## config.mk

```make
export PLATFORM = sky130hd
export DESIGN_NAME = rtc_timer_ctrl
export DESIGN_NICKNAME = d
export VERILOG_FILES = /design/src/rtl/rtc_pkg.sv /design/src/rtl/rtc_edge_sync.sv /design/src/rtl/rtc_clock_watch.sv /design/src/rtl/rtc_timebase.sv /design/src/rtl/rtc_alarm_cmp.sv /design/src/rtl/rtc_timer_ctrl.sv
export SDC_FILE = /design/constraint.sdc
export NUM_CORES = 1
export LEC_CHECK = 0
export ABC_CLOCK_PERIOD_IN_PS = 1900
export CORE_MARGIN = 1.5
export CORE_UTILIZATION = 58
export CTS_CLUSTER_DIAMETER = 60
export DETAILED_ROUTE_END_ITERATION = 12
export DONT_BUFFER_PORTS = 1
export GPL_TIMING_DRIVEN = 0
export PLACE_DENSITY = 0.76
export SLEW_MARGIN = 0
export SYNTH_ARGS = -nofsm -noshare
export SYNTH_HDL_FRONTEND = slang
export SYNTH_SLANG_ARGS = --single-unit
```

## constraint.sdc

```tcl
create_clock -name clk -period 1.9 [get_ports clk]
set_input_delay 0.38 -clock clk [delete_from_list [all_inputs] [get_ports clk]]
set_output_delay 0.38 -clock clk [all_outputs]
set_load 0.03 [all_outputs]
```

## src/rtl/rtc_pkg.sv

```systemverilog
package rtc_pkg;

   // Control byte, bit 7 down to bit 0; the order is software-visible.
   typedef struct packed {
      logic en;       // 7 oscillator/timer enable
      logic mcd_en;   // 6 missing-clock detector enable
      logic fail;     // 5 sticky clock-fail flag
      logic run;      // 4 run control
      logic aen;      // 3 alarm enable
      logic aflag;    // 2 sticky alarm flag
      logic set_cmd;  // 1 buffer -> timer, self clearing
      logic cap_cmd;  // 0 timer -> buffer, self clearing
   } ctrl_t;

   localparam int CAP_BASE  = 0;
   localparam int CTRL_IDX  = 6;
   localparam int ALM_BASE  = 8;

endpackage

```

## src/rtl/rtc_edge_sync.sv

```systemverilog
module rtc_edge_sync #(
   parameter int STAGES = 2
) (
   input  logic clk,
   input  logic rst_n,
   input  logic async_in,
   output logic rise
);
   if (STAGES < 2) begin : g_bad_stages
      $error("rtc_edge_sync: STAGES must be at least 2");
   end

   // sh[STAGES-1] is the settled sample, sh[STAGES] the previous one.
   logic [STAGES:0] sh;

   always_ff @(posedge clk or negedge rst_n) begin
      if (!rst_n) sh <= '0;
      else        sh <= {sh[STAGES-1:0], async_in};
   end

   assign rise = sh[STAGES-1] & ~sh[STAGES];
endmodule

```

## src/rtl/rtc_clock_watch.sv

```systemverilog
module rtc_clock_watch #(
   parameter int TIMEOUT = 2500
) (
   input  logic clk,
   input  logic rst_n,
   input  logic enable,
   input  logic tick,
   output logic fail_pulse
);
   if (TIMEOUT < 2) begin : g_bad_timeout
      $error("rtc_clock_watch: TIMEOUT must be at least 2");
   end

   localparam int CW = $clog2(TIMEOUT + 1);

   logic [CW-1:0] cnt;

   // Counts silent cycles and saturates at TIMEOUT, so one loss gives one pulse.
   always_ff @(posedge clk or negedge rst_n) begin
      if (!rst_n)                   cnt <= '0;
      else if (!enable || tick)     cnt <= '0;
      else if (cnt != CW'(TIMEOUT)) cnt <= cnt + 1'b1;
   end

   assign fail_pulse = enable && !tick && (cnt == CW'(TIMEOUT - 1));

   assert_one_shot_R6: assert property (@(posedge clk) disable iff (!rst_n)
      fail_pulse |=> !fail_pulse);
endmodule

```

## src/rtl/rtc_timebase.sv

```systemverilog
module rtc_timebase #(
   parameter int W  = 47,
   parameter int NB = (W + 7) / 8
) (
   input  logic          clk,
   input  logic          rst_n,
   input  logic          tick,
   input  logic          run_ok,
   input  logic          do_set,
   input  logic          do_cap,
   input  logic [NB-1:0] cap_we,
   input  logic [7:0]    wdata,
   output logic [W-1:0]  timer_q,
   output logic [W-1:0]  cap_q
);
   if (NB * 8 < W) begin : g_bad_nb
      $error("rtc_timebase: NB too small for W");
   end

   logic [W-1:0] lane_mask;
   logic [W-1:0] lane_data;

   for (genvar i = 0; i < W; i++) begin : g_lane
      assign lane_mask[i] = cap_we[i / 8];
      assign lane_data[i] = wdata[i % 8];
   end

   always_ff @(posedge clk or negedge rst_n) begin
      if (!rst_n)               timer_q <= '0;
      else if (do_set)          timer_q <= cap_q;
      else if (run_ok && tick)  timer_q <= timer_q + 1'b1;
   end

   always_ff @(posedge clk or negedge rst_n) begin
      if (!rst_n)         cap_q <= '0;
      else if (|cap_we)   cap_q <= (cap_q & ~lane_mask) | (lane_data & lane_mask);
      else if (do_cap)    cap_q <= timer_q;
   end

   assert_hold_R1: assert property (@(posedge clk) disable iff (!rst_n)
      (!do_set && !(run_ok && tick)) |=> $stable(timer_q));
   assert_step_R1: assert property (@(posedge clk) disable iff (!rst_n)
      (!do_set && run_ok && tick) |=> timer_q == $past(timer_q) + W'(1));
   assert_load_R2: assert property (@(posedge clk) disable iff (!rst_n)
      do_set |=> timer_q == $past(cap_q));
   assert_snap_R3: assert property (@(posedge clk) disable iff (!rst_n)
      (do_cap && !(|cap_we)) |=> cap_q == $past(timer_q));
endmodule

```

## src/rtl/rtc_alarm_cmp.sv

```systemverilog
module rtc_alarm_cmp #(
   parameter int W       = 47,
   parameter bit REG_CMP = 1'b0
) (
   input  logic         clk,
   input  logic         rst_n,
   input  logic [W-1:0] timer,
   input  logic [W-1:0] alarm,
   output logic         ge
);
   if (REG_CMP) begin : g_registered
      logic ge_r;
      always_ff @(posedge clk or negedge rst_n) begin
         if (!rst_n) ge_r <= 1'b0;
         else        ge_r <= (timer >= alarm);
      end
      assign ge = ge_r;
   end else begin : g_direct
      assign ge = (timer >= alarm);
   end
endmodule

```

## src/rtl/rtc_timer_ctrl.sv

```systemverilog
module rtc_timer_ctrl
   import rtc_pkg::*;
#(
   parameter int TIMER_W     = 47,
   parameter int ADDR_W      = 4,
   parameter int SYS_CLK_HZ  = 50_000_000,
   parameter int MIN_RTC_HZ  = 20_000,
   parameter int SYNC_STAGES = 2,
   parameter bit REG_CMP     = 1'b0
) (
   input  logic       clk,
   input  logic       rst_n,
   input  logic       rtc_clk_in,
   input  logic       bus_sel,
   input  logic       bus_wr,
   input  logic [7:0] bus_wdata,
   output logic [7:0] bus_rdata,
   input  logic       irq_en,
   output logic       irq
);
   localparam int NB      = (TIMER_W + 7) / 8;
   localparam int BW      = NB * 8;
   localparam int TIMEOUT = SYS_CLK_HZ / MIN_RTC_HZ;

   if (NB > CTRL_IDX - CAP_BASE) begin : g_bad_cap_span
      $error("rtc_timer_ctrl: capture bytes overlap the control index");
   end
   if (ALM_BASE + NB > (1 << ADDR_W) || ADDR_W > 8) begin : g_bad_addr
      $error("rtc_timer_ctrl: ADDR_W cannot hold the register window");
   end
   if (TIMER_W <= 8) begin : g_bad_width
      $error("rtc_timer_ctrl: TIMER_W must exceed one byte");
   end

   logic [ADDR_W-1:0]  idx_q;
   ctrl_t              ctrl_q;
   logic [TIMER_W-1:0] alm_q;
   logic [TIMER_W-1:0] timer_q;
   logic [TIMER_W-1:0] cap_q;
   logic [NB-1:0]      cap_we;
   logic [NB-1:0]      alm_we;
   logic               wr_data, wr_idx, ctrl_we;
   logic               tick, ge, fail_pulse;

   assign wr_idx  = bus_wr && !bus_sel;
   assign wr_data = bus_wr && bus_sel;
   assign ctrl_we = wr_data && (idx_q == ADDR_W'(CTRL_IDX));

   for (genvar b = 0; b < NB; b++) begin : g_byte_we
      assign cap_we[b] = wr_data && (idx_q == ADDR_W'(CAP_BASE + b));
      assign alm_we[b] = wr_data && (idx_q == ADDR_W'(ALM_BASE + b));
   end

   always_ff @(posedge clk or negedge rst_n) begin
      if (!rst_n)      idx_q <= '0;
      else if (wr_idx) idx_q <= bus_wdata[ADDR_W-1:0];
   end

   rtc_edge_sync #(.STAGES(SYNC_STAGES)) u_sync (
      .clk(clk), .rst_n(rst_n), .async_in(rtc_clk_in), .rise(tick));

   rtc_clock_watch #(.TIMEOUT(TIMEOUT)) u_watch (
      .clk(clk), .rst_n(rst_n), .enable(ctrl_q.mcd_en), .tick(tick),
      .fail_pulse(fail_pulse));

   rtc_timebase #(.W(TIMER_W), .NB(NB)) u_base (
      .clk(clk), .rst_n(rst_n), .tick(tick),
      .run_ok(ctrl_q.en && ctrl_q.run),
      .do_set(ctrl_q.set_cmd), .do_cap(ctrl_q.cap_cmd),
      .cap_we(cap_we), .wdata(bus_wdata),
      .timer_q(timer_q), .cap_q(cap_q));

   rtc_alarm_cmp #(.W(TIMER_W), .REG_CMP(REG_CMP)) u_cmp (
      .clk(clk), .rst_n(rst_n), .timer(timer_q), .alarm(alm_q), .ge(ge));

   // Alarm register, byte lanes.
   logic [TIMER_W-1:0] alm_mask, alm_data;
   for (genvar i = 0; i < TIMER_W; i++) begin : g_alm_lane
      assign alm_mask[i] = alm_we[i / 8];
      assign alm_data[i] = bus_wdata[i % 8];
   end

   always_ff @(posedge clk or negedge rst_n) begin
      if (!rst_n)        alm_q <= '0;
      else if (|alm_we)  alm_q <= (alm_q & ~alm_mask) | (alm_data & alm_mask);
   end

   // Control register: plain bits, self-clearing commands, sticky flags.
   always_ff @(posedge clk or negedge rst_n) begin
      if (!rst_n) begin
         ctrl_q <= '0;
      end else begin
         if (ctrl_we) begin
            ctrl_q.en      <= bus_wdata[7];
            ctrl_q.mcd_en  <= bus_wdata[6];
            ctrl_q.run     <= bus_wdata[4];
            ctrl_q.aen     <= bus_wdata[3];
            ctrl_q.set_cmd <= bus_wdata[1];
            ctrl_q.cap_cmd <= bus_wdata[0];
         end else begin
            ctrl_q.set_cmd <= 1'b0;
            ctrl_q.cap_cmd <= 1'b0;
         end
         if (ctrl_q.aen && ge)                ctrl_q.aflag <= 1'b1;
         else if (ctrl_we && !bus_wdata[2])   ctrl_q.aflag <= 1'b0;
         if (fail_pulse)                      ctrl_q.fail  <= 1'b1;
         else if (ctrl_we && !bus_wdata[5])   ctrl_q.fail  <= 1'b0;
      end
   end

   // Read window.
   logic [BW-1:0] cap_pad, alm_pad;
   logic [7:0]    win_rd;
   assign cap_pad = BW'(cap_q);
   assign alm_pad = BW'(alm_q);

   always_comb begin
      win_rd = 8'h00;
      for (int k = 0; k < NB; k++) begin
         if (idx_q == ADDR_W'(CAP_BASE + k)) win_rd = cap_pad[8*k +: 8];
         if (idx_q == ADDR_W'(ALM_BASE + k)) win_rd = alm_pad[8*k +: 8];
      end
      if (idx_q == ADDR_W'(CTRL_IDX)) win_rd = ctrl_q;
   end

   assign bus_rdata = bus_sel ? win_rd : 8'(idx_q);
   assign irq       = irq_en && (ctrl_q.aflag || ctrl_q.fail);

   assert_cmd_clears_R2: assert property (@(posedge clk) disable iff (!rst_n)
      (ctrl_q.set_cmd && !ctrl_we) |=> !ctrl_q.set_cmd);
   assert_cap_clears_R3: assert property (@(posedge clk) disable iff (!rst_n)
      (ctrl_q.cap_cmd && !ctrl_we) |=> !ctrl_q.cap_cmd);
   assert_alarm_sets_R4: assert property (@(posedge clk) disable iff (!rst_n)
      (ctrl_q.aen && ge) |=> ctrl_q.aflag);
   assert_alarm_sticky_R5: assert property (@(posedge clk) disable iff (!rst_n)
      (ctrl_q.aflag && !ctrl_we) |=> ctrl_q.aflag);
   assert_fail_sticky_R5: assert property (@(posedge clk) disable iff (!rst_n)
      (ctrl_q.fail && !ctrl_we) |=> ctrl_q.fail);
   assert_fail_needs_det_R6: assert property (@(posedge clk) disable iff (!rst_n)
      $rose(ctrl_q.fail) |-> $past(ctrl_q.mcd_en));
   assert_no_irq_off_R8: assert property (@(posedge clk) disable iff (!rst_n)
      !irq_en |-> !irq);
endmodule

```

# --- Yosys cells after proc, flatten, opt, wreduce, memory -nomap -nowiden ---
# Cells that the tools add are included.
word_totals:
  regBits: 168
  out_inout_bits: 9
  input_bits: 14
op_classes:
  add_sub_neg: 2
  n_lt_le_gt_ge: 1
  bitwise: 10
  n_eq_ne: 14
  mux: 25
  n_reduce_logical: 38
op_table:
  columns: ["operator", "n"]
  rows:
  - ["47-bit AND", 4]
  - ["47-bit 2-to-1 mux", 4]
  - ["8-bit 2-to-1 mux", 14]
  - ["47-bit inverter", 2]
  - ["47-bit OR", 2]
  - ["47-bit by 1-bit adder with 47-bit output (second input constant)", 1]
  - ["47-bit greater-or-equal comparator", 1]
  - ["4-bit == test (second input constant)", 6]
  - ["12-bit 2-to-1 mux", 2]
  - ["1-bit logical AND", 23]
  - ["12-bit by 1-bit adder with 12-bit output (second input constant)", 1]
  - ["12-bit == test (second input constant)", 1]
  - ["4-bit by 3-bit == test with 1-bit output (second input constant)", 3]
  - ["12-bit != test (second input constant)", 1]
  - ["6-bit OR reduction", 2]
  - ["2-bit nonzero test", 5]
  - ["4-bit by 2-bit == test with 1-bit output (second input constant)", 2]
  - ["1-bit zero test", 5]
  - ["4-bit by 1-bit == test with 1-bit output (second input constant)", 1]
  - ["4-bit zero test", 1]
  - ["1-bit 2-to-1 mux", 4]
  - ["1-bit logical OR", 2]
  - ["2-bit 2-to-1 mux", 1]
  - ["1-bit AND", 1]
  - ["1-bit inverter", 1]

# --- Logic depth before layout (Yosys ltp) ---
# Gate-level depths: netlist of the first run.
depth:
  word_depth: 15
  ltp_mapped: 9
  depth_no_buf: 8

# --- By module ---
# A second synthesis of the first run with hierarchy kept.
unflattened:
  cells_unflattened: 1094
  area_unflattened_um2: 10438.8
by_module_without_submodules:
  columns: ["mod", "cells_per_inst", "n_inst", "area_per_inst_um2"]
  rows:
  - ["rtc_timebase", 517, 1, 5056.1]
  - ["rtc_timer_ctrl", 338, 1, 3464.6]
  - ["rtc_alarm_cmp", 163, 1, 1163.6]
  - ["rtc_clock_watch", 72, 1, 665.6]
  - ["rtc_edge_sync", 4, 1, 88.8]

# --- Worst setup path before layout of the first run ---
# Ideal clock, no wire load.
synth_path:
  path_kind: "reg2out"
  startpoint: "register idx_q[3]"
  endpoint: "output bus_rdata[4]"
  path_buffers: 3
  arrival_ns: 2.008
  path_stages_with_launch: 9
  path_slack_ns: -0.488
  required_time_ns: 1.520
  path_cell_list: "dfrtp_1 -> buf_2 -> buf_6 -> buf_2 -> mux4_2 -> nand2_1 -> a21oi_1 -> a31oi_1 -> nor3_1"
synth_between:
  elab_chain_len: 15
  elab_cells_between_ends: 27
  cone_classes: "12 x eq/ne; 14 x mux; 1 x reduce/logical"
synth_rtl:
  columns: ["element", "line", "source"]
  rows:
  - ["start, declared", "rtc_timer_ctrl.sv:35", "logic [ADDR_W-1:0] idx_q;"]
  - ["start signal, assigned", "rtc_timer_ctrl.sv:56", "else if (wr_idx) idx_q <= bus_wdata[ADDR_W-1:0];"]
  - ["4-bit zero test", "rtc_timer_ctrl.sv:120", "if (idx_q == ADDR_W'(CAP_BASE + k)) win_rd = cap_pad[8*k +: 8];"]
  - ["8-bit 2-to-1 mux", "rtc_timer_ctrl.sv:120", null]
  - ["8-bit 2-to-1 mux", "rtc_timer_ctrl.sv:121", "if (idx_q == ADDR_W'(ALM_BASE + k)) win_rd = alm_pad[8*k +: 8];"]
  - ["8-bit 2-to-1 mux", "rtc_timer_ctrl.sv:120", null]
  - ["8-bit 2-to-1 mux", "rtc_timer_ctrl.sv:121", null]
  - ["8-bit 2-to-1 mux", "rtc_timer_ctrl.sv:120", null]
  - ["8-bit 2-to-1 mux", "rtc_timer_ctrl.sv:121", null]
  - ["8-bit 2-to-1 mux", "rtc_timer_ctrl.sv:120", null]
  - ["8-bit 2-to-1 mux", "rtc_timer_ctrl.sv:121", null]
  - ["8-bit 2-to-1 mux", "rtc_timer_ctrl.sv:120", null]
  - ["8-bit 2-to-1 mux", "rtc_timer_ctrl.sv:121", null]
  - ["8-bit 2-to-1 mux", "rtc_timer_ctrl.sv:120", null]
  - ["8-bit 2-to-1 mux", "rtc_timer_ctrl.sv:121", null]
  - ["8-bit 2-to-1 mux *", "rtc_timer_ctrl.sv:123", "if (idx_q == ADDR_W'(CTRL_IDX)) win_rd = ctrl_q;"]
  - ["8-bit 2-to-1 mux *", "rtc_timer_ctrl.sv:126", "assign bus_rdata = bus_sel ? win_rd : 8'(idx_q);"]
  - ["end, declared", "rtc_timer_ctrl.sv:17", "output logic [7:0] bus_rdata,"]
# Mark *: on every way between the ends. The rest lies on a longest branch, timed or not.

# --- Worst setup path in the final report of the first run ---
layout_path:
  startpoint: "register idx_q[0]"
  endpoint: "output bus_rdata[1]"
# Same word-level chain as after synthesis.

==> metrics list, run 1 <==
* Number of filler cells placed in the layout: 1180
- Number of DRC markers after the initial detailed-route iteration: 1204
- Level count of the clock H-tree: 4
- For this design the total switching power over the nets is 5.301 mW.
- Worst setup slack before clock tree synthesis: -674.9 ps
- Combinational share of power: 32.4%
- Via count of the first global-routing pass: 8834
- The run finished, with violations left.
* Starting utilization of the core area: 59.40%
* Cts-stage hold buffer count: 1
* Die span in x: 133.3 microns
- Total vias in the final route: 9384
- Worst Path Required: 1520 ps
* Maximum vdd ir drop: 0.7727 mV
- Detailed-routing iteration count for the pre-antenna-repair pass: 7
- The hold violation count in the final report came to 168.
* # Max-Cap Violations: 0
* Fraction of post-synthesis cell area in the top cell type by area: 42.68%
- For this run, design rule violations remaining after detail routing come to 0.
- Total power for the finished layout comes to 14.06 mW.
- DR top layer: met4
* Type of the worst setup path: reg2out
- The worst setup path is captured at a primary output.
* Wire length of the first global-routing pass: 50240 microns
* Cell count after synthesis: 1109
* Fraction of power consumed by the clock network: 25.4%
* Met1 WL: 13000 microns
* Top-level port count: 23
* CTS tree: yes
- Leakage power: 5.427 nW
- Flip-flop cell with the highest count after synthesis: dfrtp_1
- The number of antenna diodes in the final layout is 0.
* Arr. time, crit path: 2380 ps
* Number of synthesized register bits: 168
* Floorplan row count: 47
- Summing the sequential cell areas from Yosys gives 42.68% of the chip area.
- Setup violations remaining at the end of the flow were counted as 30.
- Yosys attributes the largest share of cell area to dfrtp_1 43%, nand2_1 8.6%, ha_1 6.4%.
- The die covers 0.01777 sq mm.
* Clock latency on the worst-skew pair: 440 ps
* Max Clock Freq: 362.0 MHz
- After synthesis, the mean cell area works out to 8.883 sq um.
- In the finished design, the share of the clock period the worst path needs comes to 145.4%.
- Number of enable flip-flop cells after synthesis: 0
- dfrtp_1 takes more of the synthesized area than any other cell.
- Worst slew margin: 32.75%
- Leading cell type by number of instances after synthesis: nand2_1
- The checks that failed: hold timing, setup timing.
- Compared with the post-synthesis result, the final layout area differs by 24.58%.
- After layout, the worst setup slack is -862.5 ps.
* Number of port buffers: 0
* Register area: 0.004238 sq mm
- Cell internal power was estimated by the tool at 8.756 mW.
- Initial antenna violation count: 0
* Crit path time final: 2762 ps
* Max-slew violation total from the final report: 0
- Pin count of the biggest net entering global routing: 169
- Post-route cell area: 0.01227 sq mm
- The Yosys step of the flow raised 0 warnings.
- Cell area after synthesis: 0.009851 sq mm
- Half-perimeter wire length of the detailed placement result: 21900 microns
- Sort of element at the start of the critical path: flip-flop
- In the global route stage, overall resource usage came out at 37.48%.
* Ratio of cells with drive above 1 in the final layout: 24.61%
* Number of routed nets with antenna violations: 0
- Async set or reset register ratio after synthesis: 100.0%
- Type of the tightest min-delay check: in2async
* CTS max path bufs: 2
* GRT Residual Overflow: 0
- Root buffer selected by CTS: clkbuf_16
* Area after DPL: 0.01027 sq mm
- Net switching is 37.71% of the power.
- Net count reported at finish: 1264
- Across the routed clock network, the largest skew measured is 16.21 ps.
* Multi-input gate area: 0.005904 sq mm
- Clock transition at path regs: 70 ps
- The die is 133.3 microns tall.
* Total core area: 0.01658 sq mm
* Number of buffers added by the clock tree synthesis step: 17
* Crit Path Max Fanout: 10
* Min Hold Slack: -371.2 ps
- Sequential fraction of design power: 42.2%
- Vias per cell: 6.558
* Aggregate routed wire length: 33650 microns
- Number of nets produced by synthesis: 1173
- Counting every sink on the clock net gives 168.
- Unrepaired setup endpoints after global routing: yes
- In the final routed layout, each cell accounts on average for 23.51 microns.
* Post-synth cell types: 69
- Power spread over the standard cell area amounts to 1145 mW/mm^2.
- At the end of the flow the core is filled with cells to 74.00%.
* Slew at the pin closest to its max-slew limit: 1009 ps
- Final weighted congestion of routability-driven global placement: 1.007
- Wire segments on met3 add up to 3611 microns in the final route.
- Post-synth top cells: 227 x nand2_1, 168 x dfrtp_1, 96 x o21ai_0
- Routed length on met2: 15030 microns
path summary, 6_finish.rpt:
path                                          startpoint                              to  slack [ps]  cells after the start
min in group clk                            bus_wdata[3]                       flip-flop          80                      2
max in group asynchronous                          rst_n  u_base.timer_q[23]$_DFFE_PN0P_        1940                      0
setup / recovery                    idx_q[0]$_DFFE_PN0P_                    bus_rdata[1]        -860                      8
hold / removal                                     rst_n                       async pin        -370                      0
hold reg to reg                   u_sync.sh[0]$_DFF_PN0_          u_sync.sh[1]$_DFF_PN0_         370                      0
setup reg to reg           u_base.timer_q[9]$_DFFE_PN0P_           ctrl_q[2]$_DFFE_PN0P_        -210                      7
layout make-up:
cell class                 count  area share [%]
inverter                      66           2.039
clock inverter                 8          0.9890
clock buffer                  22           3.783
buffer                        49           2.804
sequential                   168           34.53
timing repair buffer          76           5.496
multi-input combinational    822           48.11
tap                          220           2.243
cell usage in the layout (no fill, tap or decap), drive strengths merged, types with 4 or more instances in the layout:
master,instances
a211oi,5
nand2b,9
xor2,32
dfrtp,168
a31oi,6
clkbuf,55
or3,5
nand2,228
nand3,33
o21a,4
a222oi,8
o21ai,121
and2,4
a22oi,46
inv,65
nor4,13
and3,12
o211ai,4
mux2i,16
mux4,5
mux2,12
nor2,52
clkinv,5
nor3,21
nor2b,11
xnor2,19
a21oi,40
buf,91
ha,50
nand4,24
routing by layer:
metal,vias up,track usage [%]
li1,4100,-
met1,4558,50.34
met2,582,56.62
met3,144,10.16
met4,0,17.87
met5,-,0
repair_timing:
item,in CTS,in global routing
setup endpoints to repair,136,136
buffers inserted,36,37
pin swaps,31,46
gates resized for setup,104,111
gates cloned,2,1
hold endpoints to repair,169,168
metrics by stage:
step / setup TNS (ps) / std cells
final: -8097 / 1431
after global routing: -10960 / 1431
after CTS: -14280 / 1396
after detailed placement: -44210 / 1329
after global placement: -41930 / 1329
after floorplan: -489.5 / 1109
logic make-up (layout without fill, tap and decap cells):
logic type	count (synthesis)	after routing	synth area share, %
AO/OA/AOI/OAI	268	268	16.92
XOR/XNOR	51	51	4.535
adder cells (fa/ha/maj)	50	50	6.351
buffers and inverters	119	221	4.890
flip-flops	168	168	42.68
multiplexers	33	33	4.141
AND/OR/NAND/NOR	420	420	20.49
worst max-delay path, cell delays in order (launching register included):
cell and delay (ps):
dfrtp_1 400, buf_6 150, inv_1 170, clkbuf_8 230, nand2_1 140, o311ai_1 140
nand2_1 140, o2111a_1 150, a311o_2 420
power by group through the flow:
stage | clock network [mW] | logic, mW | registers, mW
6_report | 3.57 | 4.56 | 5.93
5_1_grt | 3.69 | 4.94 | 6.01
4_1_cts | 3.56 | 4.15 | 5.83
3_5_place_dp | 0 | 3.62 | 5.87
3_3_place_gp | 0 | 3.48 | 5.83
2_1_floorplan | 0 | 2.81 | 5.39
(Power assumes the default switching activity.)
==> run 2, diff against run 1 <==
==> constraint.sdc (replaced) <==
create_clock -name clk -period 1.9 [get_ports clk]
set_input_delay 0.38 -clock clk [delete_from_list [all_inputs] [get_ports clk]]
set_output_delay 0.38 -clock clk [all_outputs]
set_load 0.1 [all_outputs]
==> metrics list, run 2 (synthesis results as in run 1) <==
- Outcome: finished with violations
* Failing checks: hold timing, setup timing
- Slew at the pin closest to its max-slew limit: 1053 ps
- Via count of the first global-routing pass: 8520
- Number of routed nets with antenna violations: 0
- Leakage power: 5.444 nW
* Cts-stage hold buffer count: 1
* Internal: 8.965 mW
- The count of buffers added on input and output ports is 0.
- The tightest min-delay check is of the in2async type.
- Detailed-routing iteration count for the pre-antenna-repair pass: 7
* Total of endpoints with negative setup slack in the final report: 71
- Wire length of the first global-routing pass: 50700 microns
- Along the worst path, the maximum fanout reaches 7.
- Number of sinks on the clock net: 168
* Setup skew after layout: 12.33 ps
- Max Clock Freq: 322.5 MHz
* CTS tree: yes
- Summed over all nets, the switching power comes to 5.534 mW.
- Before CTS, the worst setup slack after placement is -857.4 ps.
- The cell sitting at the root of the clock tree is a clkbuf_16.
- The clock tree synthesis step divided the H-tree into 4 levels.
- The setup check on the worst reg-to-reg path leaves a slack of -480 ps.
- Using the TritonRoute via totals, the vias-per-cell ratio works out to 6.539.
- Worst Path Required: 1520 ps
- Total global-route track usage: 38.08%
- Total vias in the final route: 9338
- The finished cells cover 0.01224 sq mm.
- Combinational share of power: 32.4%
- After detailed placement, the total cell area comes to 0.01027 sq mm.
* Top-level port count: 23
- After filler insertion, the fill cell instance count of the layout stands at 1184.
- Fraction of power consumed by the clock network: 26.8%
* Initial antenna violation count: 0
* Commonest cells after routing, fill and taps aside: 217 x nand2_1, 140 x dfrtp_1, 85 x o21ai_0
- GRT Residual Overflow: 0
- Commonest non-fill, non-tap cell in the layout: nand2_1
- Maximum vdd ir drop: 0.8666 mV
- Signed area change from the synthesized netlist to the final layout: 24.30%
* Ratio of cells with drive above 1 in the final layout: 24.92%
- Net switching is 38.17% of the power.
* Number of standard cells in the layout, taps in and fillers out: 1428
- Cell count after placement: 1329
- # Max-Cap Violations: 0
* Average detailed-routed wire length per instance: 24.23 microns
* Number of DRC markers after the initial detailed-route iteration: 1191
- In this run, CTS created clock tree buffers numbering 17.
- Critical path capture point type: primary output
- Crit path time final: 3101 ps
- Measured along the x axis, the die boundary spans 133.3 microns.
- Final Hold Violating Endpoints: 168
- The floorplan has 47 rows.
- Sequential fraction of design power: 40.8%
* Pwr dens: 1184 mW/mm^2
- Arr. time, crit path: 2720 ps
- Measured along the y axis, the die boundary spans 133.3 microns.
- Clock transition at path regs: 70 ps
* Min Hold Slack: -358.8 ps
- The number of slew-limit violations in the final report is 0.
* Half-perimeter wire length of the detailed placement result: 22150 microns
- Net count reported at finish: 1259
- For this run, the share of the core covered by cells in the final layout is 73.83%.
* Final antenna diode count: 0
- By startpoint and endpoint, the worst setup path is classified as reg2out.
* Total Power Consumption: 14.50 mW
- Pin count of the biggest net entering global routing: 169
- CTS max path bufs: 2
- The worst setup path is launched from a flip-flop.
* Unrepaired setup endpoints after global routing: yes
* Tcrit/Tclk final: 163.2%
* Starting utilization of the core area: 59.40%
- Worst slew margin: 29.79%
- Number of DRC violations after detailed routing: 0
- The floorplan step defined a die boundary enclosing 0.01777 sq mm.
- Post-route setup slack: -1201 ps
- For the worst-skew pair, the clock arrives at the later sink with an insertion delay of 440 ps.
- Wires add up to 34610 microns.
- At the end of routability-driven placement, the weighted congestion stood at 1.004.
- Total core area: 0.01658 sq mm
run 2: cell types whose count changed in the layout (fill, tap and decap cells not counted), sizes merged:
cell and delta:
buf -4, clkinvlp +2, clkbuf -3, bufinv +2, inv -1, bufbuf +1
run 2: final cells by class:
class	instances	area (sq um)	area share, %
Multi-Input combinational cell	822	5836	47.66
Sequential cell	168	4239	34.62
Timing Repair Buffer	73	673.1	5.498
Clock buffer	21	460.4	3.760
Buffer	47	312.8	2.555
Tap cell	220	275.3	2.248
Inverter	66	252.7	2.064
Clock inverter	11	195.2	1.594
run 2: critical path, stage by stage, from the launching register on:
cell      delay [ps]
dfrtp_2          420
buf_4            150
or2_1            380
o311ai_0         430
nand2_1          110
o2111a_1         180
a311o_2          600
run 2: repair_timing:
item | 4_1_cts | 5_1_grt
hold endpoints to repair | 169 | 168
gates cloned | 2 | 1
buffers inserted | 29 | 40
resized for setup | 115 | 96
endpoints found under the setup margin | 158 | 128
pin swaps | 28 | 31
run 2: stage by stage:
step	TNS (ps)	hold WS, ps
floorplan	-2677	84.41
global placement	-47620	91.84
detailed placement	-48520	92.65
CTS	-16740	-369.5
global route	-24450	-373.0
finish	-19790	-358.8
run 2: layer usage:
layer  wire length, microns  track usage [%]  part of all wire [%]  up-vias
met5                      0                0                     0        -
met4                   2086            21.92                   6.0        0
met3                   3332            8.181                   9.6      136
met2                  15760            56.33                    46      561
met1                  13430            52.03                    39     4536
li1                       -                -                     -     4105
run 2: path summary, 6_finish.rpt:
check	from	end	cells after the start
worst min register to register	u_sync.sh[0]$_DFF_PN0_	u_sync.sh[1]$_DFF_PN0_	0
min in group clk	bus_wdata[4]	flip-flop	2
worst max-delay path	idx_q[1]$_DFFE_PN0P_	bus_rdata[0]	6
worst min-delay path	rst_n	async pin	0
worst max register to register	idx_q[3]$_DFFE_PN0P_	flip-flop	8
max in group asynchronous	rst_n	u_base.timer_q[39]$_DFFE_PN0P_	0
run 2: power by group through the flow:
stage	sequential, mW	combinational, mW	clock, mW
after CTS	5.83	4.22	3.89
after global routing	5.98	5.07	4.01
after detailed placement	5.87	3.85	0
after floorplan	5.39	3.04	0
after global placement	5.83	3.75	0
final	5.91	4.70	3.89
